==> src/rtl/wr_restrict_ctrl.sv <==
module wr_restrict_ctrl #(
  parameter int WAYS     = 16,
  parameter int WIN_WAYS = 4,
  parameter int SET_W    = 10,
  parameter int CNT_W    = 13,
  parameter int INTERVAL = 1000000,
  localparam int WAY_W   = $clog2(WAYS)
) (
  input  logic             clk,
  input  logic             rst_n,
  input  logic             mode_dyn,
  input  logic             tick,
  input  logic             req_valid,
  input  logic             req_write,
  input  logic [SET_W-1:0] req_set,
  input  logic [WAY_W-1:0] req_way,
  input  logic [WAYS-1:0]  set_valid,
  output logic             req_ready,
  input  logic             evict_ack,
  output logic             evict_req,
  output logic [SET_W-1:0] evict_set,
  output logic [WAY_W-1:0] evict_way,
  output logic             resp_valid,
  output logic             resp_write,
  output logic [SET_W-1:0] resp_set,
  output logic [WAY_W-1:0] resp_way,
  output logic             resp_move,
  output logic [WAY_W-1:0] resp_src_way,
  output logic [WAYS-1:0]  restrict_mask
);
  localparam int NWIN  = WAYS / WIN_WAYS;
  localparam int WIN_W = (NWIN > 1) ? $clog2(NWIN) : 1;
  localparam int IC_W  = $clog2(INTERVAL + 1);

  function automatic logic [WIN_W-1:0] win_of(input logic [WAY_W-1:0] w);
    return WIN_W'(w / WAY_W'(WIN_WAYS));
  endfunction

  logic [WIN_W-1:0]            rwin, nxt_dyn, nxt_rot, nxt_win, dwin;
  logic [NWIN-1:0][CNT_W-1:0]  wcnt;
  logic [CNT_W-1:0]            best;
  logic [IC_W-1:0]             icnt;
  logic                        waiting, accept, hit_restr, free_found, done, boundary, dest_write;
  logic [WAY_W-1:0]            free_way, alt_way, dest_way, pend_src;

  assign req_ready  = !waiting;
  assign evict_req  = waiting;
  assign accept     = req_valid && req_ready;
  assign hit_restr  = req_write && (win_of(req_way) == rwin);
  assign alt_way    = (rwin == '0) ? WAY_W'(WIN_WAYS) : '0;
  assign done       = (accept && !(hit_restr && !free_found)) || (waiting && evict_ack);
  assign dest_way   = waiting ? evict_way : (hit_restr ? free_way : req_way);
  assign dest_write = waiting || req_write;
  assign dwin       = win_of(dest_way);
  assign boundary   = tick && (icnt == IC_W'(INTERVAL - 1));
  assign nxt_rot    = (rwin == WIN_W'(NWIN - 1)) ? '0 : rwin + 1'b1;
  assign nxt_win    = mode_dyn ? nxt_dyn : nxt_rot;

  always_comb begin
    free_found = 1'b0;
    free_way   = '0;
    for (int i = WAYS - 1; i >= 0; i--) begin
      if (!set_valid[i] && win_of(WAY_W'(i)) != rwin) begin
        free_found = 1'b1;
        free_way   = WAY_W'(i);
      end
    end
  end

  always_comb begin
    best    = wcnt[0];
    nxt_dyn = '0;
    for (int i = 1; i < NWIN; i++) begin
      if (wcnt[i] > best) begin
        best    = wcnt[i];
        nxt_dyn = WIN_W'(i);
      end
    end
  end

  always_comb begin
    for (int i = 0; i < WAYS; i++) restrict_mask[i] = (win_of(WAY_W'(i)) == rwin);
  end

  always_ff @(posedge clk) begin
    if (!rst_n) begin
      rwin         <= '0;
      wcnt         <= '0;
      icnt         <= '0;
      waiting      <= 1'b0;
      evict_set    <= '0;
      evict_way    <= '0;
      pend_src     <= '0;
      resp_valid   <= 1'b0;
      resp_write   <= 1'b0;
      resp_set     <= '0;
      resp_way     <= '0;
      resp_move    <= 1'b0;
      resp_src_way <= '0;
    end else begin
      resp_valid <= done;
      if (done) begin
        resp_way     <= dest_way;
        resp_write   <= dest_write;
        resp_move    <= waiting || hit_restr;
        resp_src_way <= waiting ? pend_src : req_way;
        resp_set     <= waiting ? evict_set : req_set;
      end
      if (accept && hit_restr && !free_found) begin
        waiting   <= 1'b1;
        evict_way <= alt_way;
        evict_set <= req_set;
        pend_src  <= req_way;
      end else if (waiting && evict_ack) begin
        waiting <= 1'b0;
      end
      if (tick) icnt <= boundary ? '0 : icnt + 1'b1;
      if (boundary) begin
        rwin <= nxt_win;
        wcnt <= '0;
      end else if (done && dest_write && wcnt[dwin] != '1) begin
        wcnt[dwin] <= wcnt[dwin] + 1'b1;
      end
    end
  end
endmodule

==> config.mk <==
export PLATFORM = sky130hd
export DESIGN_NAME = wr_restrict_ctrl
export DESIGN_NICKNAME = d
export VERILOG_FILES = /design/src/rtl/wr_restrict_ctrl.sv
export SDC_FILE = /design/constraint.sdc
export NUM_CORES = 1
export LEC_CHECK = 0
export BUFFER_PORTS_ARGS = -buffer_cell sky130_fd_sc_hd__buf_2
export CORE_AREA = 5 5 117 119
export CTS_CLUSTER_SIZE = 24
export DETAILED_ROUTE_END_ITERATION = 16
export DIE_AREA = 0 0 122 124
export PLACE_DENSITY = 0.8
export SYNTH_ARGS = -nofsm -noshare
export SYNTH_HDL_FRONTEND = slang
export SYNTH_SLANG_ARGS = --single-unit
==> constraint.sdc <==
create_clock -name clk -period 7.5 [get_ports clk]
set_input_delay 1.5 -clock clk [delete_from_list [all_inputs] [get_ports clk]]
set_output_delay 1.5 -clock clk [all_outputs]
set_load 0.05 [all_outputs]
==> results of run 1 <==
==> path summary, 6_finish.rpt <==
path,cells after the start,startpoint,endpoint,slack (ns)
worst min-delay path,2,wcnt[39],wcnt[39],0.49
worst max register to register,27,wcnt[6],rwin[1],1.34
worst max-delay path,27,wcnt[6],rwin[1],1.34
worst min register to register,2,wcnt[39],wcnt[39],0.49
==> cell families (layout without fill, tap and decap cells) <==
kind of cell    Yosys count  in the layout  synth area share
simple gates            257            257             0.178
other cells               1              3          0.000518
flops                   111            111             0.307
fa+ha+maj                45             45            0.0778
xor+xnor                 27             27            0.0337
buf+inv                  89            145            0.0659
mux                     124            124             0.183
compound gates          161            161             0.154
==> per-stage QoR <==
step / instance area (um2) / utilization / hold slack (ns) / worst slack [ns]
3_5_place_dp: 7620 / 0.611 / 0.481 / 1.47
4_1_cts: 7920 / 0.635 / 0.498 / 1.40
5_1_grt: 7920 / 0.635 / 0.511 / 0.788
2_1_floorplan: 7240 / - / 0.451 / 2.17
3_3_place_gp: 7620 / 0.611 / 0.468 / 1.77
6_report: 7920 / 0.635 / 0.494 / 1.34
==> layout by cell type, fill, tap and decap left out, types with 12 or more instances in the layout <==
cell type,synthesis,final
sky130_fd_sc_hd__dfxtp_1,111,111
sky130_fd_sc_hd__nand2_1,95,95
sky130_fd_sc_hd__mux2i_1,92,92
sky130_fd_sc_hd__buf_2,4,86
sky130_fd_sc_hd__ha_1,45,45
sky130_fd_sc_hd__nor2_1,44,43
sky130_fd_sc_hd__a21oi_1,41,41
sky130_fd_sc_hd__inv_1,35,35
sky130_fd_sc_hd__o21ai_0,32,32
sky130_fd_sc_hd__nor2b_1,25,25
sky130_fd_sc_hd__nand3_1,25,25
sky130_fd_sc_hd__mux2_2,25,25
sky130_fd_sc_hd__nand4_1,15,15
sky130_fd_sc_hd__o211a_1,15,15
sky130_fd_sc_hd__xnor2_1,13,13
sky130_fd_sc_hd__xor2_1,13,13
sky130_fd_sc_hd__o21a_1,12,12
==> flip-flops by register name, summed over array words and instances, names as in the netlist <==
signal / cells
evict_way: 1
evict_req: 1
resp_write: 1
resp_valid: 1
resp_move: 1
wcnt: 52
resp_way: 4
evict_set: 10
resp_src_way: 4
pend_src: 4
resp_set: 10
rwin: 2
icnt: 20
==> report_power, final <==
group          total [mW]  switching, mW  internal (mW)
combinational       0.267          0.161          0.105
sequential          0.615         0.0120          0.603
clock               0.483          0.246          0.236
==> layer usage <==
layer / vias up / GRT usage / wire, um
met5: - / 0 / 0
met4: 0 / 0.120 / 576
met3: 45 / 0.0522 / 1500
met2: 257 / 0.388 / 8210
met1: 2845 / 0.301 / 7630
li1: 2991 / - / -
==> area by class of cell <==
type,count,area [um2]
timing repair buffer,94,490
sequential,111,2220
tap,172,215
inverter,35,131
clock inverter,7,72.6
fill,1065,4550
multi-input combinational,617,4560
clock buffer,9,225
==> worst reg2reg max path, stage by stage (launching register included) <==
cell and delay (ns):
sky130_fd_sc_hd__dfxtp_1 0.39, sky130_fd_sc_hd__inv_1 0.08, sky130_fd_sc_hd__ha_1 0.32, sky130_fd_sc_hd__a21o_1 0.16, sky130_fd_sc_hd__a21o_1 0.17, sky130_fd_sc_hd__a2111oi_0 0.57, sky130_fd_sc_hd__a21boi_0 0.17, sky130_fd_sc_hd__a41o_1 0.55
sky130_fd_sc_hd__mux2i_1 0.35, sky130_fd_sc_hd__ha_1 0.29, sky130_fd_sc_hd__nor2b_1 0.13, sky130_fd_sc_hd__o21a_1 0.16, sky130_fd_sc_hd__o21a_1 0.16, sky130_fd_sc_hd__o21ai_0 0.14, sky130_fd_sc_hd__a21oi_1 0.08, sky130_fd_sc_hd__o21ai_0 0.23
sky130_fd_sc_hd__a21oi_1 0.14, sky130_fd_sc_hd__buf_4 0.22, sky130_fd_sc_hd__mux2_2 0.28, sky130_fd_sc_hd__ha_1 0.29, sky130_fd_sc_hd__o21a_1 0.11, sky130_fd_sc_hd__o21a_1 0.16, sky130_fd_sc_hd__o21a_1 0.17, sky130_fd_sc_hd__o21ai_0 0.16
sky130_fd_sc_hd__a21oi_1 0.08, sky130_fd_sc_hd__o21ai_0 0.22, sky130_fd_sc_hd__and3b_1 0.20, sky130_fd_sc_hd__o31ai_1 0.07
==> impl_metrics.py, run 1 <==
metrics = {
    "drt": {
        "wl_mm": 17.9,
        "drc_errors": 0,
        "routed-via-count": 6138,
        "route.detailed.vias_per_inst": 5.87,
        "detailedRoute.firstPassIterationCount": 5,
        "antenna_left": 0,
        "detailedRoute.firstIterationViolations": 482,
        "route.detailed.wl_per_inst_um": 17.1,
    },
    "floorplan": {
        "floorplan.die.width_um": 122,
        "pin_count": 90,
        "num_rows": 41,
        "design.die.area_um2": 15100,
        "initial_core_util": 0.580,
        "chipHeight_um": 124,
        "floorplan.core_area_um2": 12500,
    },
    "clocking": {
        "numCtsBuffers": 9,
        "cts.sink_count": 111,
        "cts_tree": "built",
        "clk_transition_reported_paths_ns": 0.08,
        "cts.repair_timing.setup_buffer_count": 0,
        "cts_hold_buffers": 0,
        "max-clock-path-buffers": 2,
        "cts-root-buf": "sky130_fd_sc_hd__clkbuf_16",
        "postCtsResizedCells": 0,
        "insertion_delay_ns": 0.36,
        "ctsHtreeMaxLevel": 3,
    },
    "finish": {
        "layout_cell_share_with_drive_strength_beyond_1": 0.182,
        "final_net_count": 950,
        "num_antenna_cells": 0,
        "synthToLayoutAreaGrowth_pct": 9.39,
        "final_cell_count_no_fill": 1045,
    },
    "worst_setup_path": {
        "critPathBufInv": 2,
        "crit_family": "compound AO/OA/AOI/OAI gates",
        "arrival_ns": 6.40,
        "worst_ep_required_time_ns": 7.74,
        "cp-end-kind": "flop",
        "timing.critical_path.mode_cell": "sky130_fd_sc_hd__o21a_1",
        "cp_slowest_stage_delay_ns": 0.57,
        "worst_setup_path_start_kind": "flop",
        "crit_path_max_fanout": 13,
        "cpMaxStageDelayCell": "sky130_fd_sc_hd__a2111oi_0",
        "worst-setup-path-type": "flop to flop",
    },
    "synth": {
        "syn-instance-count": 815,
        "synth_top_area_frac": 0.307,
        "synth-edff-count": 0,
        "netlist.top_cell.by_area": "sky130_fd_sc_hd__dfxtp_1",
        "synth.ff_latch_count": 111,
        "yosysWarningCount": 0,
        "synth_area_per_cell_um2": 8.88,
        "synth.lib_cells_used.distinct": 63,
        "synthTopCellsByCount": "111 x sky130_fd_sc_hd__dfxtp_1, 95 x sky130_fd_sc_hd__nand2_1, 92 x sky130_fd_sc_hd__mux2i_1",
        "synth_seq_area_share": 0.307,
        "ys_top_cells_by_area": "sky130_fd_sc_hd__dfxtp_1 31%, sky130_fd_sc_hd__mux2i_1 13%, sky130_fd_sc_hd__ha_1 7.8%, sky130_fd_sc_hd__nand2_1 4.9%, sky130_fd_sc_hd__mux2_2 3.9%",
        "synth-async-reset-ratio": 0,
        "syn_area_um2": 7240,
        "post-synth-top-count-cell": "sky130_fd_sc_hd__dfxtp_1",
        "synth_ff_type": "sky130_fd_sc_hd__dfxtp_1",
    },
    "timing": {
        "setup_viol": 0,
        "tightestPinTransition_ns": 0.950,
        "timing_hold_violations_final": 0,
        "layout_min_cycle_time_ns": 6.16,
        "final_min_period_over_clock_period": 0.821,
        "rsz0062_at_grt": "false",
        "worst_slew_margin_rel": 0.367,
        "max_freq_mhz": 162,
        "clock-skew-final_ns": 0.00849,
        "setup_tns_ns": 0,
        "drv_slew": 0,
    },
    "global_route": {
        "number_of_global_route_vias_before_repair": 5844,
        "grt_util_all_layers": 0.239,
        "grt-ovfl-total": 0,
        "grt_antenna_before_repair": 0,
        "grt_pass1_wl_mm": 28.8,
        "grt_max_degree": 56,
    },
    "pwr": {
        "cellLeakagePower_nw": 3.46,
        "power_per_cell_area_nw_per_um2": 172,
        "maximum_resistive_drop_on_vdd_v": 0.000107,
        "power_mw": 1.36,
    },
    "flow_run": {
        "cap_violations": 0,
    },
    "hold_path": {
        "worst_min_delay_path_category": "flop to flop",
    },
    "place": {
        "gpl.final_weighted_congestion": 0.959,
        "place.detailed.instances": 1029,
        "detailedPlacementHpwl_mm": 13.0,
        "placement.io_buffers": 86,
    },
    "outcome": {
        "status": "complete, no violations",
    },
}
(Power assumes the default switching activity.)
==> run 2, diff against run 1 <==
==> constraint.sdc (replaced) <==
create_clock -name clk -period 5.8 [get_ports clk]
set_input_delay 1.16 -clock clk [delete_from_list [all_inputs] [get_ports clk]]
set_output_delay 1.16 -clock clk [all_outputs]
set_load 0.05 [all_outputs]
==> run 2 against run 1 <==
  * Non-clock buffer count increased by 8
  * Die area unchanged
  * Maximum frequency is 12% higher
  * Flip-flop and latch count unchanged
  * Utilization grew 0.73 points
  * Critical path depth up 2
  * Register-to-register slack got worse by 1.0 ns
  * Largest power group unchanged
==> impl_metrics.py, run 2 (synthesis results as in run 1) <==
metrics = {
    "outcome": {
        "status": "complete, no violations",
    },
    "finish": {
        "num_antenna_cells": 0,
        "final_cell_mix": "108 x sky130_fd_sc_hd__dfxtp_1, 95 x sky130_fd_sc_hd__nand2_1, 92 x sky130_fd_sc_hd__mux2i_1",
        "regMostFlops": "wcnt",
        "top_regs": "wcnt: 52 flops, icnt: 20 flops",
        "final_net_count": 958,
        "largest_register_ff_count": 52,
        "synthToLayoutAreaGrowth_pct": 10.7,
        "layout_cell_share_with_drive_strength_beyond_1": 0.194,
        "layout.cells.most_common": "sky130_fd_sc_hd__dfxtp_1",
    },
    "clocking": {
        "max-clock-path-buffers": 2,
        "cts-root-buf": "sky130_fd_sc_hd__clkbuf_16",
        "cts.sink_count": 111,
        "numCtsBuffers": 9,
        "ctsHtreeMaxLevel": 3,
        "clk_transition_reported_paths_ns": 0.08,
        "cts_tree": "built",
        "insertion_delay_ns": 0.37,
    },
    "pwr": {
        "p_int_mw": 1.23,
        "power_mw": 1.78,
        "seqPwrFrac": 0.447,
        "maximum_resistive_drop_on_vdd_v": 0.000126,
        "cellLeakagePower_nw": 3.52,
        "power_per_cell_area_nw_per_um2": 222,
        "switching_share_of_power": 0.307,
        "power.combinational.fraction": 0.201,
        "power.share.clock": 0.352,
        "switching_pwr_mw": 0.547,
    },
    "drt": {
        "antenna_left": 0,
        "detailedRoute.firstPassIterationCount": 5,
        "route.detailed.vias_per_inst": 5.89,
        "routed-via-count": 6198,
        "wl_mm": 18.0,
        "route.detailed.wl_per_inst_um": 17.1,
        "drc_errors": 0,
        "detailedRoute.firstIterationViolations": 564,
    },
    "worst_setup_path": {
        "worst_setup_path_start_kind": "flop",
        "r2r_start": "wcnt[1]",
        "cp-end-kind": "flop",
        "crit_path_max_fanout": 13,
        "worst_ep_required_time_ns": 6.05,
        "crit_start": "wcnt[1]",
        "cp_slowest_stage_delay_ns": 0.36,
        "worst-setup-path-type": "flop to flop",
        "timing.critical_path.mode_cell": "sky130_fd_sc_hd__o21a_1",
        "arrival_ns": 5.74,
        "cpMaxStageDelayCell": "sky130_fd_sc_hd__dfxtp_2",
    },
    "floorplan": {
        "floorplan.core_area_um2": 12500,
        "chipHeight_um": 124,
        "initial_core_util": 0.580,
        "floorplan.die.width_um": 122,
        "pin_count": 90,
        "num_rows": 41,
        "design.die.area_um2": 15100,
    },
    "place": {
        "placement.io_buffers": 86,
        "detailedPlacementHpwl_mm": 13.0,
        "dp_slack_ns": -0.0323,
        "gpl.final_weighted_congestion": 0.970,
    },
    "hold_path": {
        "worst_min_delay_path_category": "flop to flop",
        "worstHoldStart": "wcnt[39]",
    },
    "timing": {
        "timing.final.ws_setup_ns": 0.308,
        "layout_min_cycle_time_ns": 5.49,
        "final_min_period_over_clock_period": 0.947,
        "worst_slew_margin_rel": 0.268,
        "setup_viol": 0,
        "clock-skew-final_ns": 0.00981,
        "rsz0062_at_grt": "false",
        "timing_hold_violations_final": 0,
        "drv_slew": 0,
        "tightestPinTransition_ns": 1.10,
        "max_freq_mhz": 182,
    },
    "global_route": {
        "grt_antenna_before_repair": 0,
        "grt_util_all_layers": 0.239,
        "grt_max_degree": 46,
        "grt-ovfl-total": 0,
        "grt_pass1_wl_mm": 28.7,
        "number_of_global_route_vias_before_repair": 5832,
    },
    "flow_run": {
        "cap_violations": 0,
    },
}
[run 2: critical path, delay by kind of cell (launching register included)]
family / cells / cell delay (ns)
DFF: 1 / 0.36
buffers and inverters: 3 / 0.45
muxes: 2 / 0.49
adders and majority gates: 3 / 0.89
AOI/OAI and AO/OA: 19 / 2.87
and+or+nand+nor: 2 / 0.33
[run 2: power by group through the flow]
| stage | Clock, mW | Sequential, mW | Combinational (mW) |
|---|---|---|---|
| final | 0.626 | 0.795 | 0.359 |
| after global routing | 0.676 | 0.797 | 0.388 |
| after CTS | 0.637 | 0.794 | 0.349 |
| after detailed placement | 0 | 0.812 | 0.346 |
| after global placement | 0 | 0.812 | 0.342 |
| after floorplan | 0 | 0.843 | 0.237 |
[run 2: routing by layer]
layer	share of wire	GRT usage	wire (um)	vias up
met5	0	0	0	-
met4	0.028	0.0959	497	0
met3	0.074	0.0513	1330	41
met2	0.46	0.385	8250	228
met1	0.44	0.312	7900	2911
li1	-	-	-	3018
[run 2: final timing paths]
path                            depth (start not counted)        to  slack, ns
worst max-delay path                                   29   rwin[1]       0.31
worst min-delay path                                    2  wcnt[39]       0.48
worst max register to register                         29   rwin[1]       0.31
worst min register to register                          2  wcnt[39]       0.48
[run 2: through the flow]
| step | setup TNS (ns) | hold WS (ns) | std cells | instance area (um2) | utilization |
|---|---|---|---|---|---|
| after floorplan | 0 | 0.451 | 817 | 7240 | - |
| after global placement | 0 | 0.465 | 1036 | 7670 | 0.615 |
| after detailed placement | -0.0323 | 0.470 | 1036 | 7670 | 0.615 |
| after CTS | 0 | 0.484 | 1052 | 7970 | 0.639 |
| after global routing | 0 | 0.511 | 1053 | 8010 | 0.642 |
| final | 0 | 0.481 | 1053 | 8010 | 0.642 |
[run 2: timing repair]
| item | 4_1_cts | 5_1_grt |
|---|---|---|
| pin swaps | 0 | 3 |
| buffers inserted | 0 | 1 |
| hold buffers | 0 | 0 |
| resized for setup | 1 | 9 |
| setup endpoints to repair | 1 | 2 |
[run 2: final cells by class]
type,count,area (um2)
clock buffers,9,225
clock inverters,7,76.3
fillers,1072,4460
inverters,35,131
multi-input cells,617,4580
flip-flops and latches,111,2230
well taps,172,215
repair buffers,102,554
